<file path="src/rtl/tot_pkg.sv">
package tot_pkg;

  // Strobes issued by the frame sequencer to the hit datapath.
  typedef struct packed {
    logic snapTake;  // last slot of a frame: capture comparators and frame time
    logic evalEn;    // a valid snapshot exists, per-slot evaluation allowed
  } totStrobe_t;

endpackage

</file>
<file path="src/rtl/tot_sync2.sv">
module tot_sync2 #(
  parameter int W = 8
) (
  input  logic         clk,
  input  logic         rstN,
  input  logic [W-1:0] d,
  output logic [W-1:0] q
);

  logic [W-1:0] stage1;

  always_ff @(posedge clk or negedge rstN) begin
    if (!rstN) begin
      stage1 <= '0;
      q      <= '0;
    end else begin
      stage1 <= d;
      q      <= stage1;
    end
  end

endmodule

</file>
<file path="src/rtl/tot_ctrl.sv">
module tot_ctrl #(
  parameter int NUM_CH = 8,
  parameter int TS_W   = 13,
  localparam int CH_W  = $clog2(NUM_CH)
) (
  input  logic                clk,
  input  logic                rstN,
  output tot_pkg::totStrobe_t strobe,
  output logic [CH_W-1:0]     slotIdx,
  output logic [TS_W-1:0]     tsCount
);

  localparam logic [CH_W-1:0] LAST_SLOT = CH_W'(NUM_CH - 1);

  logic primed;
  logic frameEnd;

  assign frameEnd = (slotIdx == LAST_SLOT);

  always_ff @(posedge clk or negedge rstN) begin
    if (!rstN) begin
      slotIdx <= '0;
      tsCount <= '0;
      primed  <= 1'b0;
    end else if (frameEnd) begin
      slotIdx <= '0;
      tsCount <= tsCount + 1'b1;
      primed  <= 1'b1;
    end else begin
      slotIdx <= slotIdx + 1'b1;
    end
  end

  always_comb begin
    strobe.snapTake = frameEnd;
    strobe.evalEn   = primed;
  end

  // the frame time advances by one, modulo its width, once per frame
  a_r6_ts_step: assert property (@(posedge clk) disable iff (!rstN)
    frameEnd |=> tsCount == TS_W'($past(tsCount) + 1'b1));

  // slots are visited in ascending order inside a frame
  a_r7_slot_order: assert property (@(posedge clk) disable iff (!rstN)
    !frameEnd |=> slotIdx == CH_W'($past(slotIdx) + 1'b1));

endmodule

</file>
<file path="src/rtl/tot_datapath.sv">
module tot_datapath #(
  parameter int NUM_CH = 8,
  parameter int TS_W   = 13,
  localparam int CH_W  = $clog2(NUM_CH),
  localparam int WORD_W = CH_W + 2 * TS_W
) (
  input  logic                clk,
  input  logic                rstN,
  input  tot_pkg::totStrobe_t strobe,
  input  logic [CH_W-1:0]     slotIdx,
  input  logic [TS_W-1:0]     tsCount,
  input  logic [NUM_CH-1:0]   compLo,
  input  logic [NUM_CH-1:0]   compHi,
  input  logic                clrOvf,
  input  logic                fifoFull,
  output logic                pushEn,
  output logic [WORD_W-1:0]   pushWord,
  output logic                overflow
);

  logic [NUM_CH-1:0] loSynced, hiSynced;
  logic [NUM_CH-1:0] snapLo, snapHi;
  logic [TS_W-1:0]   snapTs;
  logic [NUM_CH-1:0] winOpen, winQual;
  logic [TS_W-1:0]   leadTs [NUM_CH];

  logic curLo, curHi, curOpen, curQual;
  logic closing, emitHit, dropHit;

  tot_sync2 #(.W(NUM_CH)) u_syncLo (.clk(clk), .rstN(rstN), .d(compLo), .q(loSynced));
  tot_sync2 #(.W(NUM_CH)) u_syncHi (.clk(clk), .rstN(rstN), .d(compHi), .q(hiSynced));

  // Frame snapshot: all channels sampled at one instant, tagged with the frame time
  always_ff @(posedge clk or negedge rstN) begin
    if (!rstN) begin
      snapLo <= '0;
      snapHi <= '0;
      snapTs <= '0;
    end else if (strobe.snapTake) begin
      snapLo <= loSynced;
      snapHi <= hiSynced;
      snapTs <= tsCount;
    end
  end

  // Per-channel window state, updated only in the channel's own slot
  always_ff @(posedge clk or negedge rstN) begin
    if (!rstN) begin
      winOpen <= '0;
      winQual <= '0;
      for (int c = 0; c < NUM_CH; c++) leadTs[c] <= '0;
    end else if (strobe.evalEn) begin
      for (int c = 0; c < NUM_CH; c++) begin
        if (slotIdx == CH_W'(c)) begin
          winOpen[c] <= snapLo[c];
          if (snapLo[c] && !winOpen[c]) begin
            leadTs[c]  <= snapTs;
            winQual[c] <= snapHi[c];
          end else if (snapLo[c]) begin
            winQual[c] <= winQual[c] | snapHi[c];
          end else begin
            winQual[c] <= 1'b0;
          end
        end
      end
    end
  end

  always_comb begin
    curLo    = snapLo[slotIdx];
    curHi    = snapHi[slotIdx];
    curOpen  = winOpen[slotIdx];
    curQual  = winQual[slotIdx];
    closing  = strobe.evalEn && curOpen && !curLo;
    emitHit  = closing && curQual;
    pushEn   = emitHit && !fifoFull;
    dropHit  = emitHit && fifoFull;
    pushWord = {slotIdx, leadTs[slotIdx], snapTs};
  end

  always_ff @(posedge clk or negedge rstN) begin
    if (!rstN)        overflow <= 1'b0;
    else if (clrOvf)  overflow <= 1'b0;
    else if (dropHit) overflow <= 1'b1;
  end

  // a dropped record raises the flag
  a_r8_drop_sets: assert property (@(posedge clk) disable iff (!rstN)
    dropHit && !clrOvf |=> overflow);

  // the flag is sticky until cleared
  a_r8_ovf_sticky: assert property (@(posedge clk) disable iff (!rstN)
    overflow && !clrOvf |=> overflow);

  // clearing takes effect in the next cycle
  a_r9_ovf_clear: assert property (@(posedge clk) disable iff (!rstN)
    clrOvf |=> !overflow);

  // a closing sample's high bit never opens a record on its own
  a_r5_close_needs_prior: assert property (@(posedge clk) disable iff (!rstN)
    (closing && curHi && !curQual) |-> !pushEn);

endmodule

</file>
<file path="src/rtl/tot_fifo.sv">
module tot_fifo #(
  parameter int W     = 29,
  parameter int DEPTH = 16,
  localparam int AW   = (DEPTH > 1) ? $clog2(DEPTH) : 1,
  localparam int CW   = $clog2(DEPTH + 1)
) (
  input  logic         clk,
  input  logic         rstN,
  input  logic         wrEn,
  input  logic [W-1:0] wrData,
  output logic         full,
  output logic         rdValid,
  input  logic         rdReady,
  output logic [W-1:0] rdData
);

  localparam logic [AW-1:0] LAST_IDX = AW'(DEPTH - 1);

  logic [W-1:0]  mem [DEPTH];
  logic [AW-1:0] wrPtr, rdPtr;
  logic [CW-1:0] count;
  logic          doRd;

  assign full    = (count == CW'(DEPTH));
  assign rdValid = (count != '0);
  assign rdData  = mem[rdPtr];
  assign doRd    = rdValid && rdReady;

  always_ff @(posedge clk) begin
    if (wrEn) mem[wrPtr] <= wrData;
  end

  always_ff @(posedge clk or negedge rstN) begin
    if (!rstN) begin
      wrPtr <= '0;
      rdPtr <= '0;
      count <= '0;
    end else begin
      if (wrEn) wrPtr <= (wrPtr == LAST_IDX) ? '0 : wrPtr + 1'b1;
      if (doRd) rdPtr <= (rdPtr == LAST_IDX) ? '0 : rdPtr + 1'b1;
      case ({wrEn, doRd})
        2'b10:   count <= count + 1'b1;
        2'b01:   count <= count - 1'b1;
        default: count <= count;
      endcase
    end
  end

  // the datapath never writes into a full queue
  a_r8_no_write_full: assert property (@(posedge clk) disable iff (!rstN)
    wrEn |-> !full);

  // a stalled head record stays valid and unchanged
  a_r10_hold_head: assert property (@(posedge clk) disable iff (!rstN)
    rdValid && !rdReady |=> rdValid && $stable(rdData));

endmodule

</file>
<file path="src/rtl/tot_hit_recorder.sv">
module tot_hit_recorder #(
  parameter int NUM_CH     = 8,
  parameter int TS_W       = 13,
  parameter int FIFO_DEPTH = 16,
  localparam int CH_W      = $clog2(NUM_CH),
  localparam int WORD_W    = CH_W + 2 * TS_W
) (
  input  logic              clk,
  input  logic              rstN,
  input  logic [NUM_CH-1:0] compLo,
  input  logic [NUM_CH-1:0] compHi,
  input  logic              clrOvf,
  output logic              outValid,
  input  logic              outReady,
  output logic [WORD_W-1:0] outWord,
  output logic              overflow
);

  tot_pkg::totStrobe_t strobe;
  logic [CH_W-1:0]   slotIdx;
  logic [TS_W-1:0]   tsCount;
  logic              pushEn, fifoFull;
  logic [WORD_W-1:0] pushWord;

  tot_ctrl #(.NUM_CH(NUM_CH), .TS_W(TS_W)) u_ctrl (
    .clk(clk), .rstN(rstN), .strobe(strobe), .slotIdx(slotIdx), .tsCount(tsCount)
  );

  tot_datapath #(.NUM_CH(NUM_CH), .TS_W(TS_W)) u_datapath (
    .clk(clk), .rstN(rstN), .strobe(strobe), .slotIdx(slotIdx), .tsCount(tsCount),
    .compLo(compLo), .compHi(compHi), .clrOvf(clrOvf), .fifoFull(fifoFull),
    .pushEn(pushEn), .pushWord(pushWord), .overflow(overflow)
  );

  tot_fifo #(.W(WORD_W), .DEPTH(FIFO_DEPTH)) u_fifo (
    .clk(clk), .rstN(rstN), .wrEn(pushEn), .wrData(pushWord), .full(fifoFull),
    .rdValid(outValid), .rdReady(outReady), .rdData(outWord)
  );

endmodule

</file>
<file path="config.mk">
export PLATFORM = sky130hd
export DESIGN_NAME = tot_hit_recorder
export DESIGN_NICKNAME = d
export VERILOG_FILES = /design/src/rtl/tot_pkg.sv /design/src/rtl/tot_sync2.sv /design/src/rtl/tot_ctrl.sv /design/src/rtl/tot_datapath.sv /design/src/rtl/tot_fifo.sv /design/src/rtl/tot_hit_recorder.sv
export SDC_FILE = /design/constraint.sdc
export NUM_CORES = 1
export LEC_CHECK = 0
export BUFFER_PORTS_ARGS = -buffer_cell sky130_fd_sc_hd__buf_2
export CAP_MARGIN = 30
export CORE_MARGIN = 2
export CORE_UTILIZATION = 60
export DETAILED_ROUTE_END_ITERATION = 16
export PLACE_DENSITY = 0.82
export SLEW_MARGIN = 20
export SYNTH_ARGS = -nofsm -noshare
export SYNTH_HDL_FRONTEND = slang
export SYNTH_SLANG_ARGS = --single-unit
export TNS_END_PERCENT = 10
</file>
<file path="constraint.sdc">
create_clock -name clk -period 4.15 [get_ports clk]
set_input_delay 0 -clock clk [delete_from_list [all_inputs] [get_ports clk]]
set_output_delay 0 -clock clk [all_outputs]
set_load 0.01 [all_outputs]
</file>
==> key figures, run 1 <==
Floorplan
  – Die area: 45700 um^2
  – Initial Util: between 60% and 70%
  – I/O pin count: 51
  – Rows: 76
  – Die X: 214 um
  – Core Area: ~43000 um^2
  – Die H: 214 um

Cells and area
  – Area delta synth->final: 12.9%
  – Most frequent cells in the layout: edfxtp_1, dfrtp_1, mux4_2, mux2_1, nand2_1
  – Number of diodes: 0
  – Fraction of layout cells with a size suffix above 1: 25.8%
  – Most common cell after layout, fill and taps aside: edfxtp_1
  – Fin cells: roughly 2.0k
  – Nets@finish: 1434
  – Post-route cell area: 29800 um^2

Yosys
  – Yosys reg bits: 676
  – Ys async rst share: 31.4%
  – Sequential share of the synthesized area: 72.8%
  – Library cells used by synthesis: 45
  – Synth area leader: edfxtp_1
  – Post-synth EDFFs: 464
  – Synth top area share: between 50% and 60%
  – Average size of a mapped cell: 20.8 um^2
  – Synth Instances: 1272
  – Yosys warns: 0
  – Syn Nets: approximately 1.3k
  – Dominant cells by area after synthesis: edfxtp_1, dfrtp_1, mux4_2, mux2_1, nand2_1
  – Most used DFF post-synth: edfxtp_1
  – Syn Std Cell Area: 26400 um^2

STA
  – Least-Margin Pin Slew: 1.02 ns
  – Fmax achieved: 0.300 GHz
  – Max Clock Skew: 0.0241 ns
  – Final setup viols: 0
  – Max-Slew Margin vs Limit: 32.2%
  – RSZ-0062 raised after global routing: no
  – Setup TNS: 0 ns
  – Final hold vios: 0
  – Final critical-path required period: 3.33 ns
  – Fin. max-slew vios: 0
  – Fin crit share: 80.3%
  – Final WS setup: 0.819 ns

Placement
  – RD Place Congestion: 0.789
  – Number of port buffers: 50
  – DP Area: approximately 27000 um^2
  – Detailed Place HPWL: about 30 mm
  – Placed cell count: 1882
  – Place WS: 0.856 ns

Clock tree
  – Number of hold buffers added after CTS: 33
  – Root Buffer: clkbuf_16
  – # Post-CTS Setup Buffers: 0
  – CTS sink count: 676
  – CTS buffer count: just over 60
  – H-tree depth: 2
  – CTS tree: built
  – Clk slew on worst S/H paths: 0.06 ns
  – Clk Latency, worst-skew pair: 0.63 ns
  – Cts repair resizes: 0
  – Clk buf depth: 3

Global route
  – Largest net degree at the start of global routing: 110
  – Vias in the first global route: 13.5k
  – GRT Overall Usage: approximately a quarter
  – GRT overflow: 0
  – First-pass GRT wire length: 85.5 mm
  – Antenna violations before repair: 1

Worst setup path
  – CP endpoint kind: flop
  – Reg-to-Reg Start: u_ctrl.slotIdx[1]
  – CP Data Required Time: 4.70 ns
  – FF-to-FF setup slack: ~0.82 ns
  – R2r endpoint: u_fifo.count[4]
  – Critical Path Start Type: flop
  – WS Path Type: flop to flop
  – Crit path max fanout: 24
  – Arrival time worst endpoint: 3.88 ns
  – R2R depth: 13

Drt
  – Drt drc: 0
  – Vias per Instance: 6.42
  – DR iter-0 viols: 1316
  – Routed wire per std cell: 27.9 um
  – Vias: about 13k
  – ANT nets after route: 0
  – Total wire length: ~57 mm
  – Drt first pass iters: 5

Job
  – Max Cap Violations: 0

Pwr
  – Power per cell area: around 550 nW/um^2
  – VDD IR-drop max: 0.400 mV
  – Leakage: 11.3 nW

Hold path
  – Worst min path class: primary input to asynchronous set/reset pin

Outcome
  – Outcome: completed
[through the flow]
step	hold slack (ns)	util (%)	total power, mW
after CTS	0.000778	68.8	16.4
after floorplan	-0.296	-	9.90
after detailed placement	0.109	63.4	10.8
after global placement	0.108	63.4	10.7
final	0.0160	69.0	16.3
after global routing	0.0214	69.0	16.9
[Yosys cell counts (all sizes together) (12+ instances only)]
cell and number:
ha 16, mux4 171, edfxtp 464, dfrtp 212
mux2 144, and3 15, buf 42, o21ai 13
inv 16, nand2 65, xnor2 12, clkbuf 20
[state kept, by name (all words and copies together) (netlist names), 3 cells and up]
name	flops
u_ctrl.slotIdx	3
u_ctrl.tsCount	13
u_datapath.leadTs	104
u_datapath.snapHi	8
u_datapath.snapLo	8
u_datapath.snapTs	13
u_datapath.u_syncHi.q	8
u_datapath.u_syncHi.stage1	8
u_datapath.u_syncLo.q	8
u_datapath.u_syncLo.stage1	8
u_datapath.winOpen	8
u_datapath.winQual	8
u_fifo.count	5
u_fifo.mem	464
u_fifo.rdPtr	4
u_fifo.wrPtr	4
[worst max path at each step]
stage	slack, ns	start	endpoint
after global placement	0.97	u_ctrl.slotIdx[1]	u_fifo.count[4]
after CTS	0.82	u_ctrl.slotIdx[1]	u_fifo.count[4]
final	0.82	u_ctrl.slotIdx[1]	u_fifo.count[4]
after global routing	0.55	u_ctrl.slotIdx[1]	u_fifo.count[4]
after floorplan	1.25	u_ctrl.slotIdx[2]	u_fifo.count[4]
after detailed placement	0.86	u_ctrl.slotIdx[1]	u_fifo.count[4]
[layout make-up]
| class | instances | area, um^2 |
|---|---|---|
| flip-flops and latches | 676 | 19200 |
| fillers | 2564 | 13400 |
| multi-input cells | 518 | 6830 |
| clock buffers | 80 | 1670 |
| repair buffers | 124 | 978 |
| well taps | 585 | 732 |
| clock inverters | 31 | 323 |
| inverters | 16 | 60.1 |
[kinds of logic (layout without fill, tap and decap cells)]
logic type | count (synthesis) | after routing | synth area share [%]
flip-flops | 676 | 676 | 72.8
multiplexers | 315 | 315 | 20.7
AND/OR/NAND/NOR | 123 | 123 | 2.44
buffers and inverters | 78 | 251 | 1.43
AO/OA/AOI/OAI | 45 | 45 | 1.21
XOR/XNOR | 18 | 18 | 0.596
adder cells (fa/ha/maj) | 17 | 17 | 0.833
[power by group]
part | switching (mW) | internal, mW | total [mW]
logic | 1.48 | 1.47 | 2.95
registers | 0.302 | 7.44 | 7.75
clock network | 2.40 | 3.25 | 5.64
total | 4.17 | 12.2 | 16.3
[layer usage]
layer / GRT usage, % / vias to the layer above / routed length (um)
met5: 0 / - / 11
met4: 8.62 / 2 / 1670
met3: 4.45 / 115 / 4030
met2: 43.8 / 637 / 29200
met1: 35.2 / 6892 / 21800
li1: - / 5383 / -
[critical path, stage by stage (launching register included)]
cell,delay [ns]
dfrtp_1,0.80
o311ai_0,0.33
o211ai_1,0.26
a21oi_1,0.12
buf_4,0.21
inv_2,0.06
ha_1,0.22
inv_1,0.11
fa_1,0.42
nor2b_1,0.13
o21ai_1,0.08
and3_1,0.18
nor3_1,0.19
xnor2_1,0.14
(Power assumes the default switching activity.)
==> run 2: changes to the inputs <==
Clock period 4.15 ns to 3.1 ns, I/O delays scaled along.
==> run 2 against run 1 <==
Against the previous run:
- hold slack gained 0.038 ns
- clock power grew 38%
- non-clock buffer count shrank 6
- global-route usage grew 0.12 points
- die area is the same
- critical path type is now flop to primary output
- critical endpoint is now outWord[13]
==> key figures, run 2 (same netlist as run 1, synthesis figures left out) <==
Cells and area
  – Fraction of layout cells with a size suffix above 1: 26.7% (+0.88 points)
  – Largest Register: u_fifo.mem
  – Most frequent cells in the layout: edfxtp_1, dfrtp_1, mux4_2, mux2_1, clkbuf_16
  – Fillcell total: 2531 (-1.3%)
  – Nets@finish: 1433 (-0.070%)
  – Number of diodes: 0 (unchanged)
  – Largest registers: u_fifo.mem x464, u_datapath.leadTs x104
  – Max reg flops: 464 (unchanged)
  – Fin cells: 2031 (+0.049%)
  – Post-route cell area: 30000 um^2 (+0.62%)
  – Most common cell after layout, fill and taps aside: edfxtp_1
  – Area delta synth->final: 13.6%

Placement
  – Placed cell count: 1892 (+0.53%)
  – DP Area: 27700 um^2 (+1.0%)
  – Number of port buffers: 50 (unchanged)
  – RD Place Congestion: 0.832 (+5.5%)
  – Detailed Place HPWL: 30.7 mm (+1.6%)

Global route
  – GRT Overall Usage: 26.1% (+0.12 points)
  – Largest net degree at the start of global routing: 112 (+1.8%)
  – Antenna violations before repair: 1 (unchanged)
  – GRT overflow: 0 (unchanged)
  – First-pass GRT wire length: 85.8 mm (+0.31%)
  – Vias in the first global route: 13.5k (-0.26%)

Drt
  – Drt drc: 0 (unchanged)
  – Vias per Instance: 6.38 (-0.65%)
  – Vias: 13.0k (-0.60%)
  – DR iter-0 viols: 1395 (+6.0%)
  – Total wire length: 56.7 mm (about the same)
  – Drt first pass iters: 7 (+2)
  – ANT nets after route: 0 (unchanged)
  – Routed wire per std cell: 27.9 um (-0.11%)

STA
  – RSZ-0062 raised after global routing: no
  – Final critical-path required period: 2.95 ns
  – Max Clock Skew: 0.0206 ns (-0.00348 ns)
  – Final hold vios: 0 (unchanged)
  – Fin. max-slew vios: 0 (unchanged)
  – Setup TNS: 0 ns (unchanged)
  – Fin crit share: 95.2%
  – Fmax achieved: 0.339 GHz
  – Final setup viols: 0 (unchanged)
  – Least-Margin Pin Slew: 0.958 ns (-0.0587 ns)
  – Max-Slew Margin vs Limit: 36.1% (+3.9 points)

Worst setup path
  – Most frequent CP cell: mux4_2
  – CP max-delay cell: dfrtp_4
  – Arrival time worst endpoint: 2.95 ns (-0.93 ns)
  – CP delay by family, top: flip-flops
  – Worst path max stage delay: 0.90 ns (+0.10 ns)
  – FF-to-FF setup slack: 0.23 ns (-0.59 ns)
  – CP endpoint kind: primary output
  – CP bufs+invs: 2 (-1)
  – WS Path Type: flop to primary output
  – CP Data Required Time: 3.10 ns (-1.60 ns)
  – Critical Path Start Type: flop
  – Cells along the critical path: buf_4 > mux4_2 > mux4_2 > buf_2
  – Crit path max fanout: 48 (+100%)

Clock tree
  – Clk slew on worst S/H paths: 0.06 ns (about the same)
  – H-tree depth: 3 (+1)
  – Clk Latency, worst-skew pair: 0.59 ns (-0.04 ns)
  – Clk buf depth: 3 (unchanged)
  – CTS sink count: 676 (unchanged)
  – Root Buffer: clkbuf_16
  – CTS tree: built
  – CTS buffer count: 66 (+8.2%)

Floorplan
  – Initial Util: 61.1% (unchanged)
  – I/O pin count: 51 (unchanged)
  – Die H: 214 um (unchanged)
  – Die area: 45700 um^2 (unchanged)
  – Die X: 214 um (unchanged)
  – Rows: 76 (unchanged)
  – Core Area: 43300 um^2 (unchanged)

Outcome
  – Outcome: completed

Pwr
  – Leakage: 11.4 nW (+0.59%)
  – VDD IR-drop max: 0.485 mV (+21%)
  – Power per cell area: 740 nW/um^2 (+35%)
  – Final total power: 22.2 mW (+36%)

Hold path
  – Worst min path class: primary input to flop

Job
  – Max Cap Violations: 0 (unchanged)
==> run 2: path summary, 6_finish.rpt <==
kind,startpoint,to,cells past startpoint
worst max-delay path,u_fifo.rdPtr[1],outWord[13],4
worst min-delay path,compLo[6],u_datapath.u_syncLo.stage1[6],2
worst max register to register,u_ctrl.slotIdx[0],u_fifo.count[4],13
worst min register to register,u_datapath.u_syncLo.stage1[6],u_datapath.u_syncLo.q[6],0
max in group asynchronous,rstN,u_datapath.leadTs[34],3
min in group asynchronous,rstN,u_datapath.u_syncLo.stage1[4],2
==> run 2: power by group <==
part           internal [mW]  switching (mW)  total [mW]
clock network           4.52            3.27        7.79
registers               9.96           0.426        10.4
logic                   2.04            2.00        4.04
total                   16.5            5.70        22.2
==> run 2: layer usage <==
metal  up-vias  track usage [%]  wire, um
met5         -                0         0
met4         0             8.57      1450
met3       100             3.81      3760
met2       575             44.7     29800
met1      6907             35.2     21700
li1       5369                -         -
==> run 2: worst register-to-register path: cells and delay by family, from the launching register on <==
| kind | cells | cell delay, ns |
|---|---|---|
| XOR/XNOR | 1 | 0.14 |
| AO/OA/AOI/OAI | 4 | 0.62 |
| adder cells (fa/ha/maj) | 2 | 0.64 |
| buffers and inverters | 2 | 0.17 |
| AND/OR/NAND/NOR | 4 | 0.70 |
| flip-flops | 1 | 0.54 |
==> run 2: repair_timing <==
action | in CTS | in global routing
endpoints found under the hold margin | 129 | 0
gates resized for setup | 0 | 3
setup buffers | 0 | 2
hold buffers | 19 | 0
endpoints found under the setup margin | 0 | 1
==> run 2: cell type report <==
class / instances / area, um^2 / area share (%)
inverters: 16 / 60.1 / 0.200
well taps: 585 / 732 / 2.44
clock inverters: 27 / 208 / 0.692
multi-input cells: 518 / 6830 / 22.8
clock buffers: 91 / 1890 / 6.30
flip-flops and latches: 676 / 19300 / 64.1
repair buffers: 118 / 1050 / 3.51
==> run 2: per-stage QoR <==
stage / hold WS, ns / util (%) / setup slack [ns]
floorplan: -0.296 / - / 0.199
global placement: 0.108 / 64.1 / 0.235
detailed placement: 0.109 / 64.1 / 0.139
CTS: 0.0281 / 69.4 / 0.134
global route: 0.0439 / 69.4 / 0.0321
finish: 0.0543 / 69.4 / 0.148
==> run 3: changes to the inputs <==
Clock period 3.1 ns to 3.3 ns, I/O delays scaled along.
==> run 3 against run 2 <==
Against the previous run:
- utilization up 0.20 points
- combinational power down 7.9%
- sequential cell count unchanged
- sequential power down 6%
- via count down 0.71%
- cell area up 0.28%
- highest routed layer unchanged
==> key figures, run 3 (same netlist as run 1, synthesis figures left out) <==
Outcome
  – Outcome: completed

STA
  – Max-Slew Margin vs Limit: 36.3% (+0.16 points)
  – Fin crit share: about nine tenths
  – Fmax achieved: 0.333 GHz
  – RSZ-0062 raised after global routing: no
  – Hold slack: 0.0621 ns (+0.00781 ns)
  – Final setup viols: 0 (unchanged)
  – Final critical-path required period: 3.00 ns
  – Least-Margin Pin Slew: 0.956 ns (-0.00245 ns)
  – Final hold vios: 0 (unchanged)
  – Max Clock Skew: 0.0188 ns (-0.00181 ns)
  – Setup TNS: 0 ns (unchanged)
  – Fin. max-slew vios: 0 (unchanged)

Clock tree
  – CTS buffer count: 66 (unchanged)
  – CTS sink count: 676 (unchanged)
  – Clk buf depth: 3 (unchanged)
  – Root Buffer: clkbuf_16
  – Cts repair resizes: 0 (unchanged)
  – Clk slew on worst S/H paths: 0.06 ns (about the same)
  – H-tree depth: 3 (unchanged)
  – Number of hold buffers added after CTS: 19 (unchanged)
  – # Post-CTS Setup Buffers: 0 (unchanged)
  – CTS tree: built
  – Clk Latency, worst-skew pair: 0.58 ns (about the same)

Worst setup path
  – CP max-delay cell: dfrtp_4
  – CP delay by family, top: multiplexers
  – Cells along the critical path: buf_12 > mux4_2 > mux4_2 > buf_2
  – Reg-to-Reg Start: u_ctrl.slotIdx[0]
  – CP bufs+invs: 2 (unchanged)
  – Worst path max stage delay: 0.73 ns (-0.17 ns)
  – CP endpoint kind: primary output
  – Critical Path Start Type: flop
  – Arrival time worst endpoint: 3.00 ns (+0.05 ns)
  – WS Path Type: flop to primary output
  – Critical path origin: u_fifo.rdPtr[0]
  – Crit path max fanout: 38 (-21%)
  – Most frequent CP cell: mux4_2
  – CP Data Required Time: 3.30 ns (+0.20 ns)

Cells and area
  – Fraction of layout cells with a size suffix above 1: 26.9% (+0.23 points)
  – Max reg flops: 464 (unchanged)
  – Reg area: 19200 um^2 (about the same)
  – Largest Register: u_fifo.mem
  – Most common cell after layout, fill and taps aside: edfxtp_1
  – Area delta synth->final: 13.9%
  – Fillcell total: 2512 (-0.75%)
  – Number of diodes: 0 (unchanged)
  – Nets@finish: 1434 (+0.070%)
  – Largest registers: u_fifo.mem x464, u_datapath.leadTs x104
  – Most frequent cells in the layout: edfxtp_1, dfrtp_1, mux4_2, mux2_1, clkbuf_16
  – Multi-input logic area: 6830 um^2 (about the same)

Global route
  – Largest net degree at the start of global routing: 118 (+5.4%)
  – GRT Overall Usage: 26.3% (+0.16 points)
  – First-pass GRT wire length: 86.5 mm (+0.79%)
  – Antenna violations before repair: 2 (+1)
  – Vias in the first global route: 13.9k (+3.0%)
  – GRT overflow: 0 (unchanged)

Pwr
  – VDD IR-drop max: 0.467 mV (-3.7%)
  – Power per cell area: 695 nW/um^2 (-6.1%)
  – Leakage: 11.4 nW (+0.38%)

Floorplan
  – Die H: 214 um (unchanged)
  – Initial Util: 61.1% (unchanged)
  – I/O pin count: 51 (unchanged)
  – Die X: 214 um (unchanged)
  – Core Area: 43300 um^2 (unchanged)
  – Rows: 76 (unchanged)
  – Die area: 45700 um^2 (unchanged)

Drt
  – Vias: 12.9k (-0.71%)
  – ANT nets after route: 0 (unchanged)
  – Routed wire per std cell: 27.8 um (-0.41%)
  – Total wire length: 56.4 mm (-0.46%)
  – DR iter-0 viols: 1272 (-8.8%)
  – Drt first pass iters: 7 (unchanged)
  – Vias per Instance: 6.33 (-0.66%)
  – Drt drc: 0 (unchanged)

Placement
  – Detailed Place HPWL: 30.5 mm (-0.62%)
  – RD Place Congestion: 0.804 (-3.4%)
  – Number of port buffers: 50 (unchanged)

Hold path
  – Worst min path class: primary input to flop
  – Worst Hold Launch: compLo[2]

Job
  – Max Cap Violations: 0 (unchanged)
==> run 3: changes by cell type in the layout (fill, tap and decap cells not counted), sizes merged <==
cell         before  now
clkinv           19   15
clkbuf           92   94
clkinvlp          3    1
bufinv            3    4
dlygate4sd3      19   20
inv              18   19
==> run 3: worst register-to-register path, delay by kind of cell, from the launching register on <==
| family | cells | cell delay (ns) |
|---|---|---|
| AOI/OAI and AO/OA | 4 | 0.66 |
| xor gates and xnor gates | 1 | 0.15 |
| adders and majority gates | 2 | 0.64 |
| buffers and inverters | 2 | 0.18 |
| DFF | 1 | 0.51 |
| and+or+nand+nor | 4 | 0.73 |
==> run 3: power by group <==
| group | internal, mW | switching, mW | total [mW] | leakage [nW] |
|---|---|---|---|---|
| clock network | 4.37 | 3.03 | 7.40 | 1.05 |
| registers | 9.36 | 0.446 | 9.80 | 7.23 |
| logic | 1.89 | 1.83 | 3.72 | 3.15 |
| total | 15.6 | 5.31 | 20.9 | 11.4 |
==> run 3: area by class of cell <==
type / instances / share of cell area, %
Clock buffer: 93 / 6.37
Clock inverter: 23 / 0.727
Inverter: 16 / 0.199
Multi-Input combinational cell: 518 / 22.7
Sequential cell: 676 / 63.9
Tap cell: 585 / 2.43
Timing Repair Buffer: 119 / 3.67
==> run 3: metal layers <==
layer	GRT usage, %	part of all wire [%]
met3	5.04	7.2
met5	0	0
met4	8.81	2.8
met1	34.9	38
met2	44.5	52
==> run 3: per-stage QoR <==
step                instances  utilization (%)  power, mW  instance area, um^2  setup WS [ns]
global placement         1892             64.1       13.6                27700          0.426
finish                   2030             69.6       20.9                30100          0.297
CTS                      2027             69.5       21.1                30100          0.229
global route             2030             69.6       21.7                30100          0.118
floorplan                1272                -       12.4                26400          0.399
detailed placement       1892             64.1       13.7                27700          0.447
==> run 3: final timing paths <==
path / to / slack, ns / cells after the start
setup reg to reg: u_fifo.count[4] / 0.38 / 13
max in group asynchronous: u_datapath.leadTs[19] / 1.72 / 5
hold / removal: u_datapath.u_syncLo.stage1[2] / 0.06 / 2
min in group asynchronous: u_datapath.snapHi[5] / 0.43 / 3
hold reg to reg: u_datapath.u_syncHi.q[0] / 0.35 / 0
setup / recovery: outWord[12] / 0.30 / 4
